==> src/rtl/ipd_pkg.sv <==
package ipd_pkg;
  localparam int NCOEF = 4;

  typedef enum logic [1:0] {
    C_X4   = 2'd0,
    C_X8   = 2'd1,
    C_X16  = 2'd2,
    C_DIV8 = 2'd3
  } coef_t;

  typedef enum logic [1:0] {
    PH_FREE   = 2'd0,
    PH_FIRST  = 2'd1,
    PH_SECOND = 2'd2
  } phase_e;

  // selection order when several codes hit: smallest coefficient first
  localparam coef_t PRIO [NCOEF] = '{C_DIV8, C_X4, C_X8, C_X16};
endpackage

==> src/rtl/ipd_pick.sv <==
module ipd_pick #(
  parameter int N = 4
) (
  input  logic [N-1:0] req,
  output logic [N-1:0] gnt,
  output logic         any
);
  assign gnt = req & ~(req - N'(1));
  assign any = |req;
endmodule

==> src/rtl/ipd_entry.sv <==
module ipd_entry
  import ipd_pkg::*;
#(
  parameter int ADDR_W = 32,
  parameter int IDX_W  = 32,
  parameter int SID_W  = 4,
  parameter int SLOTS  = 4
) (
  input  logic              clk,
  input  logic              rst,
  input  logic              idx_alloc,
  input  logic              idx_take,
  input  logic [IDX_W-1:0]  idx_val,
  input  logic [SID_W-1:0]  idx_sid,
  input  logic              miss,
  input  logic [ADDR_W-1:0] miss_addr,
  input  logic              grant,
  output logic              busy,
  output logic [SID_W-1:0]  sid,
  output logic              match,
  output logic [1:0]        m_coef,
  output logic [ADDR_W-1:0] m_base
);
  localparam int CNT_W = $clog2(SLOTS + 1);
  localparam logic [CNT_W-1:0] CNT_MAX = CNT_W'(SLOTS);

  function automatic logic [ADDR_W-1:0] scale(input int c, input logic [ADDR_W-1:0] v);
    case (c)
      0:       return v << 2;
      1:       return v << 3;
      2:       return v << 4;
      default: return v >> 3;
    endcase
  endfunction

  phase_e            st_q;
  logic [SID_W-1:0]  sid_q;
  logic [ADDR_W-1:0] idx_q;
  logic [CNT_W-1:0]  nst_q, cnt_q;
  logic [ADDR_W-1:0] base_q [NCOEF][SLOTS];
  logic [ADDR_W-1:0] cand [NCOEF];
  logic [NCOEF-1:0]  hitc;
  logic [ADDR_W-1:0] idx_a;
  logic              full, wr_slot;
  coef_t             pick;

  assign idx_a = ADDR_W'(idx_val);
  assign full  = (nst_q == CNT_MAX);
  assign busy  = (st_q != PH_FREE);
  assign sid   = sid_q;

  // implied bases for the current miss and comparison against stored ones
  always_comb begin
    for (int c = 0; c < NCOEF; c++) begin
      cand[c] = miss_addr - scale(c, idx_q);
      hitc[c] = 1'b0;
      for (int k = 0; k < SLOTS; k++)
        if ((k < int'(nst_q)) && (base_q[c][k] == cand[c])) hitc[c] = 1'b1;
    end
  end

  always_comb begin
    pick = PRIO[0];
    for (int p = NCOEF - 1; p >= 0; p--)
      if (hitc[PRIO[p]]) pick = PRIO[p];
  end

  assign match  = miss && (st_q == PH_SECOND) && (|hitc);
  assign m_coef = pick;
  assign m_base = cand[pick];

  assign wr_slot = miss && !idx_alloc && !idx_take && (st_q == PH_FIRST) && !full;

  // base storage: no reset, write-only at one slot per cycle
  always_ff @(posedge clk) begin
    if (wr_slot)
      for (int c = 0; c < NCOEF; c++)
        for (int k = 0; k < SLOTS; k++)
          if (k == int'(nst_q)) base_q[c][k] <= cand[c];
  end

  always_ff @(posedge clk) begin
    if (rst) begin
      st_q  <= PH_FREE;
      sid_q <= '0;
      idx_q <= '0;
      nst_q <= '0;
      cnt_q <= '0;
    end else if (idx_alloc) begin
      st_q  <= PH_FIRST;
      sid_q <= idx_sid;
      idx_q <= idx_a;
      nst_q <= '0;
      cnt_q <= '0;
    end else if (idx_take) begin
      idx_q <= idx_a;
      cnt_q <= '0;
      if (st_q == PH_FIRST) begin
        st_q <= PH_SECOND;
      end else begin
        st_q  <= PH_FIRST;
        nst_q <= '0;
      end
    end else if (miss) begin
      case (st_q)
        PH_FIRST: begin
          if (full) st_q <= PH_FREE;
          else      nst_q <= nst_q + CNT_W'(1);
        end
        PH_SECOND: begin
          if (match && grant)      st_q <= PH_FREE;
          else if (cnt_q == CNT_MAX) st_q <= PH_FREE;
          else                     cnt_q <= cnt_q + CNT_W'(1);
        end
        default: ;
      endcase
    end
  end


  slot_bound_chk: assert property (@(posedge clk) disable iff (rst)
    (nst_q <= CNT_MAX) && (cnt_q <= CNT_MAX));


  grant_match_chk: assert property (@(posedge clk) disable iff (rst)
    grant |-> match);


  free_after_report_chk: assert property (@(posedge clk) disable iff (rst)
    (match && grant) |=> !busy);
endmodule

==> src/rtl/ipd_top.sv <==
module ipd_top
  import ipd_pkg::*;
#(
  parameter int N_ENT  = 4,
  parameter int ADDR_W = 32,
  parameter int IDX_W  = 32,
  parameter int SID_W  = 4,
  parameter int SLOTS  = 4
) (
  input  logic              clk,
  input  logic              rst,
  input  logic              idx_vld,
  input  logic [IDX_W-1:0]  idx_val,
  input  logic [SID_W-1:0]  idx_sid,
  input  logic              acc_vld,
  input  logic              acc_hit,
  input  logic [ADDR_W-1:0] acc_addr,
  output logic              wr_vld,
  output logic [SID_W-1:0]  wr_sid,
  output logic [1:0]        wr_coef,
  output logic [ADDR_W-1:0] wr_base
);
  logic [N_ENT-1:0]  busy_v, own_v, free_gnt, alloc_v, take_v, match_v, gnt_v;
  logic              any_own, any_free, any_match, miss_eff;
  logic [SID_W-1:0]  e_sid  [N_ENT];
  logic [1:0]        e_coef [N_ENT];
  logic [ADDR_W-1:0] e_base [N_ENT];
  logic [SID_W-1:0]  sel_sid;
  logic [1:0]        sel_coef;
  logic [ADDR_W-1:0] sel_base;

  assign miss_eff = acc_vld && !acc_hit && !idx_vld;

  always_comb begin
    for (int e = 0; e < N_ENT; e++)
      own_v[e] = busy_v[e] && (e_sid[e] == idx_sid);
  end
  assign any_own = |own_v;

  ipd_pick #(.N(N_ENT)) i_free_pick (.req(~busy_v), .gnt(free_gnt), .any(any_free));
  ipd_pick #(.N(N_ENT)) i_match_pick (.req(match_v), .gnt(gnt_v), .any(any_match));

  assign alloc_v = (idx_vld && !any_own && any_free) ? free_gnt : '0;
  assign take_v  = idx_vld ? own_v : '0;

  for (genvar e = 0; e < N_ENT; e++) begin : g_ent
    ipd_entry #(
      .ADDR_W(ADDR_W), .IDX_W(IDX_W), .SID_W(SID_W), .SLOTS(SLOTS)
    ) i_ent (
      .clk      (clk),
      .rst      (rst),
      .idx_alloc(alloc_v[e]),
      .idx_take (take_v[e]),
      .idx_val  (idx_val),
      .idx_sid  (idx_sid),
      .miss     (miss_eff),
      .miss_addr(acc_addr),
      .grant    (gnt_v[e]),
      .busy     (busy_v[e]),
      .sid      (e_sid[e]),
      .match    (match_v[e]),
      .m_coef   (e_coef[e]),
      .m_base   (e_base[e])
    );
  end

  always_comb begin
    sel_sid  = '0;
    sel_coef = '0;
    sel_base = '0;
    for (int e = 0; e < N_ENT; e++)
      if (gnt_v[e]) begin
        sel_sid  = e_sid[e];
        sel_coef = e_coef[e];
        sel_base = e_base[e];
      end
  end

  always_ff @(posedge clk) begin
    if (rst) begin
      wr_vld  <= 1'b0;
      wr_sid  <= '0;
      wr_coef <= '0;
      wr_base <= '0;
    end else begin
      wr_vld <= any_match;
      if (any_match) begin
        wr_sid  <= sel_sid;
        wr_coef <= sel_coef;
        wr_base <= sel_base;
      end
    end
  end


  one_owner_chk: assert property (@(posedge clk) disable iff (rst)
    $onehot0(own_v));


  single_target_chk: assert property (@(posedge clk) disable iff (rst)
    $onehot0(alloc_v | take_v));


  report_after_miss_chk: assert property (@(posedge clk) disable iff (rst)
    any_match |=> wr_vld);


  idle_hold_chk: assert property (@(posedge clk) disable iff (rst)
    (!idx_vld && !(acc_vld && !acc_hit)) |=> ($stable(busy_v) && !wr_vld));
endmodule

==> config.mk <==
export PLATFORM = sky130hd
export DESIGN_NAME = ipd_top
export DESIGN_NICKNAME = d
export VERILOG_FILES = /design/src/rtl/ipd_pkg.sv /design/src/rtl/ipd_pick.sv /design/src/rtl/ipd_entry.sv /design/src/rtl/ipd_top.sv
export SDC_FILE = /design/constraint.sdc
export NUM_CORES = 2
export LEC_CHECK = 0
export BUFFER_PORTS_ARGS = -buffer_cell sky130_fd_sc_hd__buf_4
export CAP_MARGIN = 20
export CORE_MARGIN = 2
export CORE_UTILIZATION = 40
export DETAILED_ROUTE_END_ITERATION = 16
export GPL_TIMING_DRIVEN = 0
export PLACE_DENSITY = 0.56
export SETUP_SLACK_MARGIN = 0.1
export SLEW_MARGIN = 20
export SYNTH_ARGS = -nofsm -noshare
export SYNTH_HDL_FRONTEND = slang
export SYNTH_SLANG_ARGS = --single-unit
==> constraint.sdc <==
create_clock -name clk -period 14.9 [get_ports clk]
set_clock_uncertainty 0.1 [all_clocks]
set_input_delay 1.49 -clock clk [delete_from_list [all_inputs] [get_ports clk]]
set_output_delay 1.49 -clock clk [all_outputs]
set_load 0.1 [all_outputs]
# Yosys cells after proc, flatten, opt, wreduce, memory -nomap -nowiden

Memories as Yosys holds them, arrays and structs flattened.
Cells that the tools add are included.

Mux-type cells: 214
Shifts and indexed selects: 0
Multipliers: 0
Equality and inequality tests: 120
Add/subtract/negate cells: 26
Divide/modulo/power cells: 0
Reduce and logical (&&, ||, !) cells: 178
Bitwise gates (word level): 17
Magnitude comparators: 20

Operators by type and width:

| cell                | number |
|---|---|
| $eq 32x32->1        | 64 |
| $mux 32             | 20 |
| $sub 32x32->32      | 12 |
| $bmux 32 s2         | 4 |
| $sub 32x29->32      | 4 |
| $mux 1              | 120 |
| $logic_and 1x1->1   | 100 |
| $mux 2              | 40 |
| $reduce_and 4->1    | 16 |
| $mux 3              | 20 |
| $reduce_bool 2->1   | 16 |
| $reduce_or 4->1     | 7 |
| $add 3x1->3 const B | 8 |
| $eq 3x3->1 const A  | 8 |
| $eq 3x3->1 const B  | 8 |
| $lt 1x3->1 const A  | 8 |
| $lt 2x3->1 const A  | 8 |
| $mux 4              | 6 |
| $reduce_bool 3->1   | 8 |
| $ne 5x5->1 const B  | 4 |
| $eq 4x4->1          | 4 |
| $ne 2x2->1 const B  | 8 |
| $ne 4x3->1 const B  | 4 |
| $ne 4x4->1 const B  | 4 |
| 16 further kinds    | 74 |

Register bits: 215
Bits in latches: 0
Output and inout bits: 39
ROM bits: 0
Word-level logic and storage cells: 607
Memories: 4
RAM bits: 2048
Input port bits: 73

Memory list:

| memory                | depth | width | rd ports | clocked after memory_dff | write ports | line            | RTL |
|---|---|---|---|---|---|---|---|
| g_ent[0].i_ent.base_q | 4     | 128   | 4        | 0                        | 4           | ipd_entry.sv:40 | `logic [ADDR_W-1:0] base_q [NCOEF][SLOTS];` |
| g_ent[1].i_ent.base_q | 4     | 128   | 4        | 0                        | 4           | ipd_entry.sv:40 |  |
| g_ent[2].i_ent.base_q | 4     | 128   | 4        | 0                        | 4           | ipd_entry.sv:40 |  |
| g_ent[3].i_ent.base_q | 4     | 128   | 4        | 0                        | 4           | ipd_entry.sv:40 |  |

# Logic depth before layout (Yosys ltp)

Depth in word-level cells: 19
Mapped depth: 28
Depth with buffers taken out: 22

# By module

A second synthesis with hierarchy kept.

Cell total of the unflattened synthesis: 15917
Area total of the unflattened synthesis: 160436.4 um^2

Modules (own cells, without submodules):

| module                         | times used | area an instance (um^2) | cells an instance | seq. area each (um^2) |
|---|---|---|---|---|
| ipd_entry (g_ent[1].i_ent ...) | 2          | 37370.8                 | 3574              | 15655.0 |
| ipd_entry (g_ent[0].i_ent)     | 1          | 41519.8                 | 4202              | 15655.0 |
| ipd_entry (g_ent[3].i_ent)     | 1          | 41195.8                 | 4202              | 15655.0 |
| ipd_top                        | 1          | 2904.0                  | 355               | 780.7 |
| ipd_pick                       | 2          | 37.5                    | 5                 | 0.0 |

# Least setup slack after synthesis

No wires, ideal clock.

Path kind: input to register
From: in idx_vld
To: mem g_ent[2].i_ent.base_q[0][100] (netlist name) (enable)
Data required time: 14.018 ns
Arrival time: 11.469 ns
Buffers on the path: 2
Path slack: 2.549 ns
Stages: 6
Library setup time: 0.782 ns
Cell sequence: clkbuf_1 nor2_1 and2_1 clkbuf_1 nand3_1 nor3b_1

RTL lines:

| element            | line            | RTL |
|---|---|---|
| start: declaration | ipd_top.sv:12   | `input logic idx_vld,` |
| end: declaration   | ipd_entry.sv:40 |  |

==> reports/metrics.cfg <==
[logic_synthesis]
synth-simple-area-share=0.147
synth_top_family_by_area=compound AO/OA/AOI/OAI gates
synth_compound_area_frac=0.162
ys_warn_count=0
synth_xor_area_frac=0.157
synth_cells=13900
syn_area_um2=145000
synthAdderAreaFrac=0.0449
ys_types=124
yosysSeqAreaShare=0.438
synth_ff_type=edfxtp_1
syn-num-nets=14400
ys_ff_latch=2183
syn_avg_cell_area_um2=10.5
synth.area.mux_share=0.0206
synthArstFlopShare=0
synth_edf_count=1968

[floorplanning]
initial_utilization=0.403
die_y_um=606
coreArea_um2=360000
rows=220
die_x_um=606
io_pins=112
dieArea_um2=367000

[timing]
setup_viol=0
relSlewSlack=0.0793
final.period_utilization=0.812
fmax_ghz=0.0826
holdWs_ns=0.351
finalMaxSlewViolations=0
worstMarginPinSlew_ns=1.37
period_needed_ns=12.10
rsz0062_at_grt=false
worst_slack_ns=2.80
final_hold_viol_count=0

[clock_network]
cts.repair.resized=0
cts_hold_buf=0
h-tree-depth=5
postCtsSetupBuffers=0
clockRootBuffer=clkbuf_16
clkSlewWorstSetupHoldPaths_ns=0.06
insertion_delay_ns=0.98
cts_tree=yes
cts_made_buffers=269
cts.sinks=2183
clock_path_buffers=4

[finish]
final_cells=19500
fin_nets=15000
seq_area_um2=63400
fillers=34000
drive_gt1_frac=0.0835
multi_input_area_um2=78500
synthToLayoutAreaGrowth_pct=13.6
final_area_um2=165000

[global_route]
antenna_found_initial=77
grt_pass1_wl_um=887000
grt_overflow_total=0
grt_usage=0.342
grt_pass1_vias=113000
grt_max_degree=49

[min_path]
hold_path_class=reg2reg

[job]
maxCapViolCount=0

[detailed_routing]
routedWlPerCell_um=33.3
antenna_left=0
wl_met2_um=277000
drt_iter0_markers=16500
first_pass_iters=6
top_layer=met5
routed_wl_um=647000
via_per_inst=6.31
dr_total_vias=123000
drc=0
route.met3.wl_um=62700
wl_met1_um=259000

[placement]
gp_congestion=1.04
dp_hpwl_um=492000
pre_cts_ws_ns=2.16
portBuffers=105
place_inst=18900
place_area_um2=155000

[setup_path]
worstSetupEndpointType=register
cp_data_arrival_time_ns=12.85
critical_path_class=in2reg
critPathLaunchType=primary input
critPathRequiredTime_ns=15.65
cpPeakStageDelay_ns=0.73
cp_max_fo=18
crit_slowest_cell=xnor2_2

[pwr]
power.density_nw_per_um2=112
leakagePower_nw=56.7
ir_drop_uv=84.7

[outcome]
status=finished, final reports clean

-- kinds of logic after synthesis --
| family | after synthesis |
|---|---|
| xor+xnor | 2217 |
| mux | 290 |
| simple gates | 4134 |
| flops | 2183 |
| compound gates | 3383 |
| fa+ha+maj | 510 |
| buf+inv | 1133 |
-- final timing paths --
kind              cells past startpoint  slack [ns]                     start                  endpoint
setup / recovery                     26        2.80               acc_addr[0]               wr_base[12]
setup reg to reg                     21        5.18   g_ent[0].i_ent.idx_q[7]               wr_base[12]
hold reg to reg                       2        0.35  g_ent[3].i_ent.idx_q[31]  g_ent[3].i_ent.idx_q[31]
hold / removal                        2        0.35  g_ent[3].i_ent.idx_q[31]  g_ent[3].i_ent.idx_q[31]
-- cells in the mapped netlist (all sizes together) (193+ instances only) --
| cell | instances | area share |
|---|---|---|
| xor2 | 793 | 0.048 |
| nand3 | 309 | 0.011 |
| a21oi | 923 | 0.032 |
| nand2 | 1049 | 0.027 |
| ha | 494 | 0.043 |
| dfxtp | 215 | 0.030 |
| xnor2 | 1184 | 0.072 |
| xnor3 | 211 | 0.033 |
| nor2 | 813 | 0.021 |
| a21o | 193 | 0.010 |
| nand4 | 362 | 0.016 |
| edfxtp | 1968 | 0.41 |
| inv | 493 | 0.013 |
| nor4 | 206 | 0.0091 |
| mux2i | 240 | 0.017 |
| o21ai | 526 | 0.018 |
| nor3 | 379 | 0.013 |
| clkbuf | 524 | 0.014 |
-- stage by stage --
stage	total power, mW	util	TNS (ns)
floorplan	9.77	-	0
global placement	11.4	0.421	-2515.98
detailed placement	11.6	0.432	0
CTS	18.3	0.456	0
global route	18.9	0.457	0
finish	18.4	0.457	0
-- layout by cell type, fill, tap and decap left out, types with 54 or more instances in the layout --
cell          n
edfxtp_1   1968
xnor2_1    1098
nand2_1    1049
a21oi_1     918
nor2_1      810
xor2_1      766
clkbuf_1    576
ha_1        494
inv_1       490
o21ai_0     486
nor3_1      365
nand4_1     361
nand3_1     309
clkbuf_16   282
mux2i_1     239
dfxtp_1     215
xnor3_1     211
nor4_1      195
a21o_1      193
buf_4       184
o211ai_1    165
o21a_1      142
a211oi_1    137
and3_1      113
a31oi_1     108
and2_1      107
o2111ai_1   101
or3_1        98
nand2b_1     95
a2111oi_0    91
xnor2_2      86
nor2b_1      86
buf_2        79
and4_1       74
or2_2        70
or4_1        68
a221oi_1     59
o31ai_1      57
diode_2      56
o22ai_1      54
-- power breakdown --
part | internal [mW] | switching (mW)
combinational | 1.43 | 3.25
clock | 3.95 | 2.85
sequential | 6.92 | 0.0173
-- layer usage --
metal	GRT usage	vias to the layer above
li1	-	53700
met3	0.0643	1539
met1	0.453	60700
met5	0	-
met4	0.230	48
met2	0.507	6836
-- worst max-delay path: cells and delay by family --
family	cells	cell delay, ns
AO/OA/AOI/OAI	10	4.93
buffers and inverters	9	4.10
XOR/XNOR	2	0.86
adder cells (fa/ha/maj)	2	0.73
AND/OR/NAND/NOR	3	0.61
-- registers in the layout, indices dropped and copies added, names as in the netlist --
register	cells
g_ent.i_ent.base_q	1968
g_ent.i_ent.idx_q	128
wr_base	32
g_ent.i_ent.sid	16
g_ent.i_ent.cnt_q	12
g_ent.i_ent.nst_q	12
g_ent.i_ent.st_q	8
wr_sid	4
wr_coef	2
wr_vld	1
-- area by class of cell --
class	instances	area share
Inverter	498	0.0114
Tap cell	4773	0.0363
Clock buffer	359	0.0457
Sequential cell	2183	0.385
Antenna cell	56	0.000852
Clock inverter	124	0.00815
Buffer	635	0.0153
Multi-Input combinational cell	10500	0.477
Timing Repair Buffer	295	0.0200
No activity file was read; power rests on OpenSTA's default activity.
